**src/rtl/rxq_pkg.sv**
```systemverilog
package rxq_pkg;

    parameter int RXQ_CHAR_W = 8;
    parameter int RXQ_LINE_W = 2;

    typedef struct packed {
        logic [RXQ_CHAR_W-1:0] ch;
        logic [RXQ_LINE_W-1:0] line;
    } rxq_entry_t;

endpackage

```
**src/rtl/rxq_ptr_ctrl.sv**
```systemverilog
module rxq_ptr_ctrl
    import rxq_pkg::*;
#(
    parameter int                  DEPTH    = 16,
    parameter logic [RXQ_LINE_W-1:0] LOW_LINE = 2'd3,
    localparam int                 AW       = $clog2(DEPTH)
) (
    input  logic                  clk,
    input  logic                  rst_n,
    input  logic                  push_i,
    input  logic [RXQ_LINE_W-1:0] push_line_i,
    input  logic                  pop_i,
    input  logic                  ovr_clr_i,
    output logic                  wr_en_o,
    output logic [AW-1:0]         wr_addr_o,
    output logic [AW-1:0]         rd_addr_o,
    output logic                  rd_fire_o,
    output logic [AW-1:0]         count_o,
    output logic                  empty_o,
    output logic                  overrun_o
);

    localparam logic [AW-1:0] HALF = AW'(DEPTH / 2);
    localparam logic [AW-1:0] FULL = AW'(DEPTH - 1);

    typedef struct packed {
        logic [AW-1:0] wr;
        logic [AW-1:0] rd;
        logic          ovr;
    } ctrl_t;

    ctrl_t st_q, st_d;

    logic [AW-1:0] occ;
    logic          is_empty;
    logic          is_full;
    logic          low_block;
    logic          want_push;
    logic          take_pop;
    logic          lost;
    logic          do_write;

    always_comb begin
        occ       = st_q.wr - st_q.rd;
        is_empty  = (st_q.wr == st_q.rd);
        is_full   = (occ == FULL);
        low_block = (push_line_i == LOW_LINE) && (occ > HALF);
        want_push = push_i && !low_block;
        take_pop  = pop_i && !is_empty;
        lost      = want_push && is_full && !take_pop;
        do_write  = want_push && !lost;

        st_d = st_q;
        if (do_write) begin
            st_d.wr = st_q.wr + AW'(1);
        end
        if (take_pop) begin
            st_d.rd = st_q.rd + AW'(1);
        end
        if (lost) begin
            st_d.ovr = 1'b1;
        end else if (ovr_clr_i) begin
            st_d.ovr = 1'b0;
        end
    end

    always_ff @(posedge clk) begin
        if (!rst_n) begin
            st_q <= '0;
        end else begin
            st_q <= st_d;
        end
    end

    assign wr_en_o   = do_write;
    assign wr_addr_o = st_q.wr;
    assign rd_addr_o = st_q.rd;
    assign rd_fire_o = take_pop;
    assign count_o   = occ;
    assign empty_o   = is_empty;
    assign overrun_o = st_q.ovr;


    count_step_chk: assert property (@(posedge clk) disable iff (!rst_n)
        1'b1 |=> (count_o == $past(count_o)) ||
                 (count_o == $past(count_o) + AW'(1)) ||
                 (count_o == $past(count_o) - AW'(1)));


    low_drop_chk: assert property (@(posedge clk) disable iff (!rst_n)
        (push_i && push_line_i == LOW_LINE && count_o > HALF && !pop_i)
        |=> (count_o == $past(count_o)) && (overrun_o == $past(overrun_o)));


    overrun_set_chk: assert property (@(posedge clk) disable iff (!rst_n)
        (push_i && push_line_i != LOW_LINE && count_o == FULL && !pop_i)
        |=> overrun_o && (count_o == FULL));


    overrun_hold_chk: assert property (@(posedge clk) disable iff (!rst_n)
        (overrun_o && !ovr_clr_i) |=> overrun_o);


    pushpop_chk: assert property (@(posedge clk) disable iff (!rst_n)
        (push_i && pop_i && !empty_o && push_line_i != LOW_LINE)
        |=> $stable(count_o));

endmodule

```
**src/rtl/rxq_store.sv**
```systemverilog
module rxq_store
    import rxq_pkg::*;
#(
    parameter int  DEPTH = 16,
    localparam int AW    = $clog2(DEPTH)
) (
    input  logic       clk,
    input  logic       wr_en_i,
    input  logic [AW-1:0] wr_addr_i,
    input  rxq_entry_t wr_data_i,
    input  logic [AW-1:0] rd_addr_i,
    output rxq_entry_t rd_data_o
);

    rxq_entry_t mem_q [DEPTH];

    always_ff @(posedge clk) begin
        if (wr_en_i) begin
            mem_q[wr_addr_i] <= wr_data_i;
        end
    end

    assign rd_data_o = mem_q[rd_addr_i];

endmodule

```
**src/rtl/rxq_pop_stage.sv**
```systemverilog
module rxq_pop_stage
    import rxq_pkg::*;
(
    input  logic       clk,
    input  logic       rst_n,
    input  logic       fire_i,
    input  rxq_entry_t head_i,
    output logic       valid_o,
    output rxq_entry_t data_o
);

    typedef struct packed {
        logic       valid;
        rxq_entry_t data;
    } out_t;

    out_t out_q, out_d;

    always_comb begin
        out_d.valid = fire_i;
        out_d.data  = fire_i ? head_i : '0;
    end

    always_ff @(posedge clk) begin
        if (!rst_n) begin
            out_q <= '0;
        end else begin
            out_q <= out_d;
        end
    end

    assign valid_o = out_q.valid;
    assign data_o  = out_q.data;

endmodule

```
**src/rtl/rxq_tagged_fifo.sv**
```systemverilog
module rxq_tagged_fifo
    import rxq_pkg::*;
#(
    parameter int                    DEPTH    = 16,
    parameter logic [RXQ_LINE_W-1:0] LOW_LINE = 2'd3,
    localparam int                   AW       = $clog2(DEPTH)
) (
    input  logic                  clk,
    input  logic                  rst_n,
    input  logic                  push_i,
    input  logic [RXQ_CHAR_W-1:0] push_char_i,
    input  logic [RXQ_LINE_W-1:0] push_line_i,
    input  logic                  pop_i,
    input  logic                  ovr_clr_i,
    output logic [RXQ_CHAR_W-1:0] pop_char_o,
    output logic [RXQ_LINE_W-1:0] pop_line_o,
    output logic                  pop_valid_o,
    output logic [AW-1:0]         count_o,
    output logic                  empty_o,
    output logic                  overrun_o
);

    logic          wr_en;
    logic [AW-1:0] wr_addr;
    logic [AW-1:0] rd_addr;
    logic          rd_fire;
    rxq_entry_t    wr_entry;
    rxq_entry_t    head;
    rxq_entry_t    out_entry;

    assign wr_entry.ch   = push_char_i;
    assign wr_entry.line = push_line_i;

    rxq_ptr_ctrl #(
        .DEPTH    (DEPTH),
        .LOW_LINE (LOW_LINE)
    ) u_ctrl (
        .clk         (clk),
        .rst_n       (rst_n),
        .push_i      (push_i),
        .push_line_i (push_line_i),
        .pop_i       (pop_i),
        .ovr_clr_i   (ovr_clr_i),
        .wr_en_o     (wr_en),
        .wr_addr_o   (wr_addr),
        .rd_addr_o   (rd_addr),
        .rd_fire_o   (rd_fire),
        .count_o     (count_o),
        .empty_o     (empty_o),
        .overrun_o   (overrun_o)
    );

    rxq_store #(
        .DEPTH (DEPTH)
    ) u_store (
        .clk       (clk),
        .wr_en_i   (wr_en),
        .wr_addr_i (wr_addr),
        .wr_data_i (wr_entry),
        .rd_addr_i (rd_addr),
        .rd_data_o (head)
    );

    rxq_pop_stage u_pop (
        .clk     (clk),
        .rst_n   (rst_n),
        .fire_i  (rd_fire),
        .head_i  (head),
        .valid_o (pop_valid_o),
        .data_o  (out_entry)
    );

    assign pop_char_o = out_entry.ch;
    assign pop_line_o = out_entry.line;


    pop_valid_chk: assert property (@(posedge clk) disable iff (!rst_n)
        (pop_i && !empty_o) |=> pop_valid_o);


    empty_pop_chk: assert property (@(posedge clk) disable iff (!rst_n)
        (pop_i && empty_o) |=> !pop_valid_o && pop_char_o == '0 &&
                               pop_line_o == '0);


    empty_stay_chk: assert property (@(posedge clk) disable iff (!rst_n)
        (empty_o && !push_i) |=> empty_o && count_o == '0);

endmodule

```
**config.mk**
```make
export PLATFORM = sky130hd
export DESIGN_NAME = rxq_tagged_fifo
export DESIGN_NICKNAME = d
export VERILOG_FILES = /design/src/rtl/rxq_pkg.sv /design/src/rtl/rxq_ptr_ctrl.sv /design/src/rtl/rxq_store.sv /design/src/rtl/rxq_pop_stage.sv /design/src/rtl/rxq_tagged_fifo.sv
export SDC_FILE = /design/constraint.sdc
export NUM_CORES = 1
export LEC_CHECK = 0
export ABC_AREA = 1
export CAP_MARGIN = 20
export CORE_ASPECT_RATIO = 1.75
export CORE_MARGIN = 2
export CORE_UTILIZATION = 24
export DETAILED_ROUTE_END_ITERATION = 7
export GPL_TIMING_DRIVEN = 0
export PLACE_DENSITY = 0.4
export REMOVE_ABC_BUFFERS = 1
export SETUP_SLACK_MARGIN = 0.1
export SLEW_MARGIN = 40
export SYNTH_ARGS = -nofsm -noshare
export SYNTH_HDL_FRONTEND = slang
export SYNTH_SLANG_ARGS = --single-unit
export TNS_END_PERCENT = 20
```
**constraint.sdc**
```tcl
create_clock -name clk -period 8.4 [get_ports clk]
set_input_delay 1.26 -clock clk [delete_from_list [all_inputs] [get_ports clk]]
set_output_delay 1.26 -clock clk [all_outputs]
set_load 0.05 [all_outputs]
```
==> insert_results.sql <==
INSERT INTO impl_metrics (metric_group, metric, value, unit) VALUES
('critical_path', 'critPathCaptureType', 'output pin', ''),
('sta', 'final.period_utilization', '0.615', ''),
('pwr', 'static-leakage-power', '2.87', 'nW'),
('critical_path', 'path_cells', 'clkinv_1 -> ha_1 -> a21oi_1 -> nand3_2 -> nand2_4 -> clkdlybuf4s50_1', ''),
('floorplan', 'initial_utilization', '0.244', ''),
('drt', 'wire_per_inst', '18.2', 'microns'),
('critical_path', 'critical_path.reg2reg.startpoint', 'u_ctrl.rd_addr_o[2]', ''),
('sta', 'final_hold_violation_count', '0', ''),
('drt', 'drtIter0Drc', '316', ''),
('flow_run', 'cap_viol_max_count', '0', ''),
('cells_and_area', 'final_core_util', '0.289', ''),
('sta', 'finalCriticalPeriod', '5.16', 'ns'),
('synthesis', 'yosysWarningCount', '0', ''),
('clock_network', 'cts_repair_resizes', '0', ''),
('synthesis', 'netlist_instances', '614', ''),
('pwr', 'power.density', '272', 'mW/mm^2'),
('clock_network', 'h-tree-depth', '4', ''),
('grt', 'global_route.overflow_total', '0', ''),
('drt', 'number_of_nets_with_antenna_violations_after_detailed_routing', '0', ''),
('critical_path', 'worstPathMaxFanout', '27', ''),
('critical_path', 'endpoint', 'count_o[3]', ''),
('critical_path', 'worst_r2r_path_depth', '11', ''),
('floorplan', 'num_io_pins', '32', ''),
('pwr', 'power_frac_seq', '0.442', ''),
('critical_path', 'cpMaxStageDelayCell', 'sky130_fd_sc_hd__clkinv_1', ''),
('critical_path', 'worstSetupPathType', 'flop to output pin', ''),
('clock_network', 'cts_post_setup_buffers_inserted', '0', ''),
('sta', 'endpoints_failing_setup', '0', ''),
('pwr', 'p_sw', '0.699', 'mW'),
('grt', 'first_global_vias', '4849', ''),
('clock_network', 'ctsRootBufferMaster', 'sky130_fd_sc_hd__clkbuf_16', ''),
('drt', 'finalWirelength', '18.8', 'mm'),
('grt', 'grt_antenna_before_repair', '0', ''),
('placed_design', 'dpl.hpwl', '11.6', 'mm'),
('critical_path', 'crit_start', 'u_ctrl.rd_addr_o[2]', ''),
('synthesis', 'seq_area_frac_synth', '0.713', ''),
('clock_network', 'tritoncts.num_buffers', '17', ''),
('grt', 'grt.total_usage', '0.123', ''),
('worst_hold_path', 'min-delay-path-class', 'flop to flop', ''),
('grt', 'grt_max_degree', '68', ''),
('pwr', 'power.share.switching', '0.297', ''),
('sta', 'worst_pin_slew', '0.831', 'ns'),
('critical_path', 'r2r_slack', '4.30', 'ns'),
('floorplan', 'floorplan.rows', '84', ''),
('synthesis', 'cell_area_synth', '0.00730', 'sq mm'),
('cells_and_area', 'ff_latch_area', '0.00521', 'sq mm'),
('floorplan', 'placeableCoreArea', '0.0300', 'sq mm'),
('critical_path', 'cp_data_required_time', '7.14', 'ns'),
('clock_network', 'clock_tree.buffer_depth', '2', ''),
('synthesis', 'ys_ff_latch', '180', ''),
('critical_path', 'worst_setup_path_start_kind', 'flop', ''),
('pwr', 'internal-power', '1.66', 'mW'),
('cells_and_area', 'fin_nets', '660', ''),
('sta', 'slew-limit-headroom', '0.445', ''),
('critical_path', 'max_stage_delay', '0.82', 'ns'),
('clock_network', 'reg_clk_slew_reported_paths', '0.07', 'ns'),
('sta', 'rsz0062_at_grt', 'false', ''),
('placed_design', 'port_buffers', '31', ''),
('sta', 'final.setup.tns', '0', 'ns'),
('placed_design', 'globalplace.congestion', '0.778', ''),
('grt', 'grt_pass1_wl', '28.6', 'mm'),
('synthesis', 'yosysUniqueCellTypes', '28', ''),
('pwr', 'comb_power_share', '0.209', ''),
('pwr', 'clockPowerShare', '0.349', ''),
('cells_and_area', 'multi_input_gate_area', '0.00186', 'sq mm'),
('clock_network', 'clkLatencyLatePin', '0.44', 'ns'),
('drt', 'dr_total_vias', '4692', ''),
('critical_path', 'r2r_end', 'u_store.mem_q[0][0]', ''),
('synthesis', 'post_synth.cell_area_avg', '11.9', 'sq um'),
('clock_network', 'tritoncts', 'built', ''),
('outcome', 'status', 'complete, no violations', '');
-- synth_stat cells (all sizes together) --
library cell  number  area (sq um)
nand3             15          92.6
xor2               2          17.5
nand2             66           288
nand4              4          25.0
clkinv             1          3.75
ha                 8           100
dfxtp             20           400
o21ai            107           536
edfxtp           160          4800
o22ai             16           100
a21oi             30           154
fa                 1          20.0
o211ai            10          75.1
nor2             108           408
clkbuf            16          60.1
buf               15          81.3
inv               35           134
-- cells by family after synthesis --
kind of cell             synth area share
AND/OR/NAND/NOR                     0.111
AO/OA/AOI/OAI                       0.118
flip-flops                          0.713
XOR/XNOR                          0.00240
buffers and inverters              0.0382
adder cells (fa/ha/maj)            0.0165
-- sequential cells by signal, summed over array words and instances (netlist names) --
name              cells
u_ctrl.rd_addr_o      4
u_pop.data_o         10
u_store.mem_q       160
u_ctrl.overrun_o      1
u_ctrl.wr_addr_o      4
u_pop.valid_o         1
-- critical path, delay by kind of cell (launching register included) --
kind                       cells  cell delay [ns]
buffers and inverters          2             1.63
and+or+nand+nor                2             0.25
DFF                            1             0.76
adders and majority gates      1             0.61
AOI/OAI and AO/OA              1             0.22
-- layout make-up --
class                      count  share of cell area
sequential                   180               0.602
multi-input combinational    367               0.214
tap                          387              0.0559
clock buffer                  21              0.0508
timing repair buffer          34              0.0427
clock inverter                11              0.0183
inverter                      36              0.0165
-- per-stage QoR --
stage / cells / power, mW / worst slack (ns) / instance area (sq um) / hold slack, ns
6_report: 1036 / 2.36 / 3.24 / 8670 / 0.476
5_1_grt: 1036 / 2.47 / 2.98 / 8670 / 0.503
4_1_cts: 1036 / 2.38 / 3.18 / 8670 / 0.476
3_5_place_dp: 1004 / 1.56 / 3.67 / 8070 / 0.456
3_3_place_gp: 1001 / 1.54 / 1.81 / 7950 / 0.476
2_1_floorplan: 583 / 1.37 / 4.28 / 7160 / 0.478
-- worst min path at each step --
| stage | to | startpoint | cells past startpoint |
|---|---|---|---|
| finish | u_ctrl.overrun_o | u_ctrl.overrun_o | 2 |
| global route | u_ctrl.overrun_o | u_ctrl.overrun_o | 2 |
| CTS | u_ctrl.overrun_o | u_ctrl.overrun_o | 2 |
| detailed placement | u_ctrl.overrun_o | u_ctrl.overrun_o | 2 |
| global placement | u_ctrl.overrun_o | u_ctrl.overrun_o | 2 |
| floorplan | u_ctrl.wr_addr_o[3] | u_ctrl.wr_addr_o[3] | 2 |
-- cell usage in the layout, fill, tap and decap left out --
| master | synthesis | layout |
|---|---|---|
| sky130_fd_sc_hd__edfxtp_1 | 160 | 160 |
| sky130_fd_sc_hd__o21ai_0 | 97 | 97 |
| sky130_fd_sc_hd__nor2_1 | 107 | 91 |
| sky130_fd_sc_hd__nand2_1 | 56 | 56 |
| sky130_fd_sc_hd__clkdlybuf4s50_1 | 0 | 31 |
| sky130_fd_sc_hd__inv_1 | 32 | 30 |
| sky130_fd_sc_hd__a21oi_1 | 29 | 29 |
| sky130_fd_sc_hd__nor2_2 | 1 | 17 |
| sky130_fd_sc_hd__clkbuf_16 | 0 | 17 |
| sky130_fd_sc_hd__dfxtp_1 | 20 | 17 |
| sky130_fd_sc_hd__o22ai_1 | 16 | 16 |
| sky130_fd_sc_hd__nand3_1 | 13 | 13 |
| sky130_fd_sc_hd__o211ai_1 | 10 | 10 |
| sky130_fd_sc_hd__o21ai_1 | 10 | 10 |
| sky130_fd_sc_hd__ha_1 | 8 | 8 |
| sky130_fd_sc_hd__nand2_2 | 7 | 7 |
| sky130_fd_sc_hd__nand4_1 | 4 | 4 |
| sky130_fd_sc_hd__clkinv_1 | 1 | 4 |
| sky130_fd_sc_hd__bufinv_16 | 0 | 4 |
| sky130_fd_sc_hd__clkbuf_1 | 16 | 4 |
| sky130_fd_sc_hd__inv_2 | 2 | 3 |
| sky130_fd_sc_hd__nand2_4 | 3 | 3 |
| sky130_fd_sc_hd__buf_12 | 0 | 3 |
| sky130_fd_sc_hd__xor2_1 | 2 | 2 |
| sky130_fd_sc_hd__clkinv_4 | 0 | 2 |
| sky130_fd_sc_hd__clkinv_2 | 0 | 2 |
| sky130_fd_sc_hd__dfxtp_4 | 0 | 2 |
| sky130_fd_sc_hd__nand3_2 | 1 | 1 |
| sky130_fd_sc_hd__a21oi_2 | 1 | 1 |
| sky130_fd_sc_hd__nand3_4 | 1 | 1 |
| sky130_fd_sc_hd__inv_4 | 1 | 1 |
| sky130_fd_sc_hd__inv_6 | 0 | 1 |
| sky130_fd_sc_hd__fa_1 | 1 | 1 |
| sky130_fd_sc_hd__dfxtp_2 | 0 | 1 |
-- per-layer routing --
| metal | up-vias | routed length (microns) | track usage |
|---|---|---|---|
| met5 | - | 0 | 0 |
| met4 | 0 | 548 | 0.0537 |
| met3 | 32 | 557 | 0.0257 |
| met2 | 103 | 10200 | 0.220 |
| met1 | 2343 | 7560 | 0.139 |
| li1 | 2214 | - | - |
-- power by group through the flow --
stage	Sequential, mW	Clock [mW]	Combinational (mW)
final	1.04	0.822	0.491
after global routing	1.05	0.876	0.544
after CTS	1.04	0.838	0.501
after detailed placement	1.06	0	0.498
after global placement	1.10	0	0.447
after floorplan	1.09	0	0.272
Note: power is estimated with default switching activity, not from simulation.
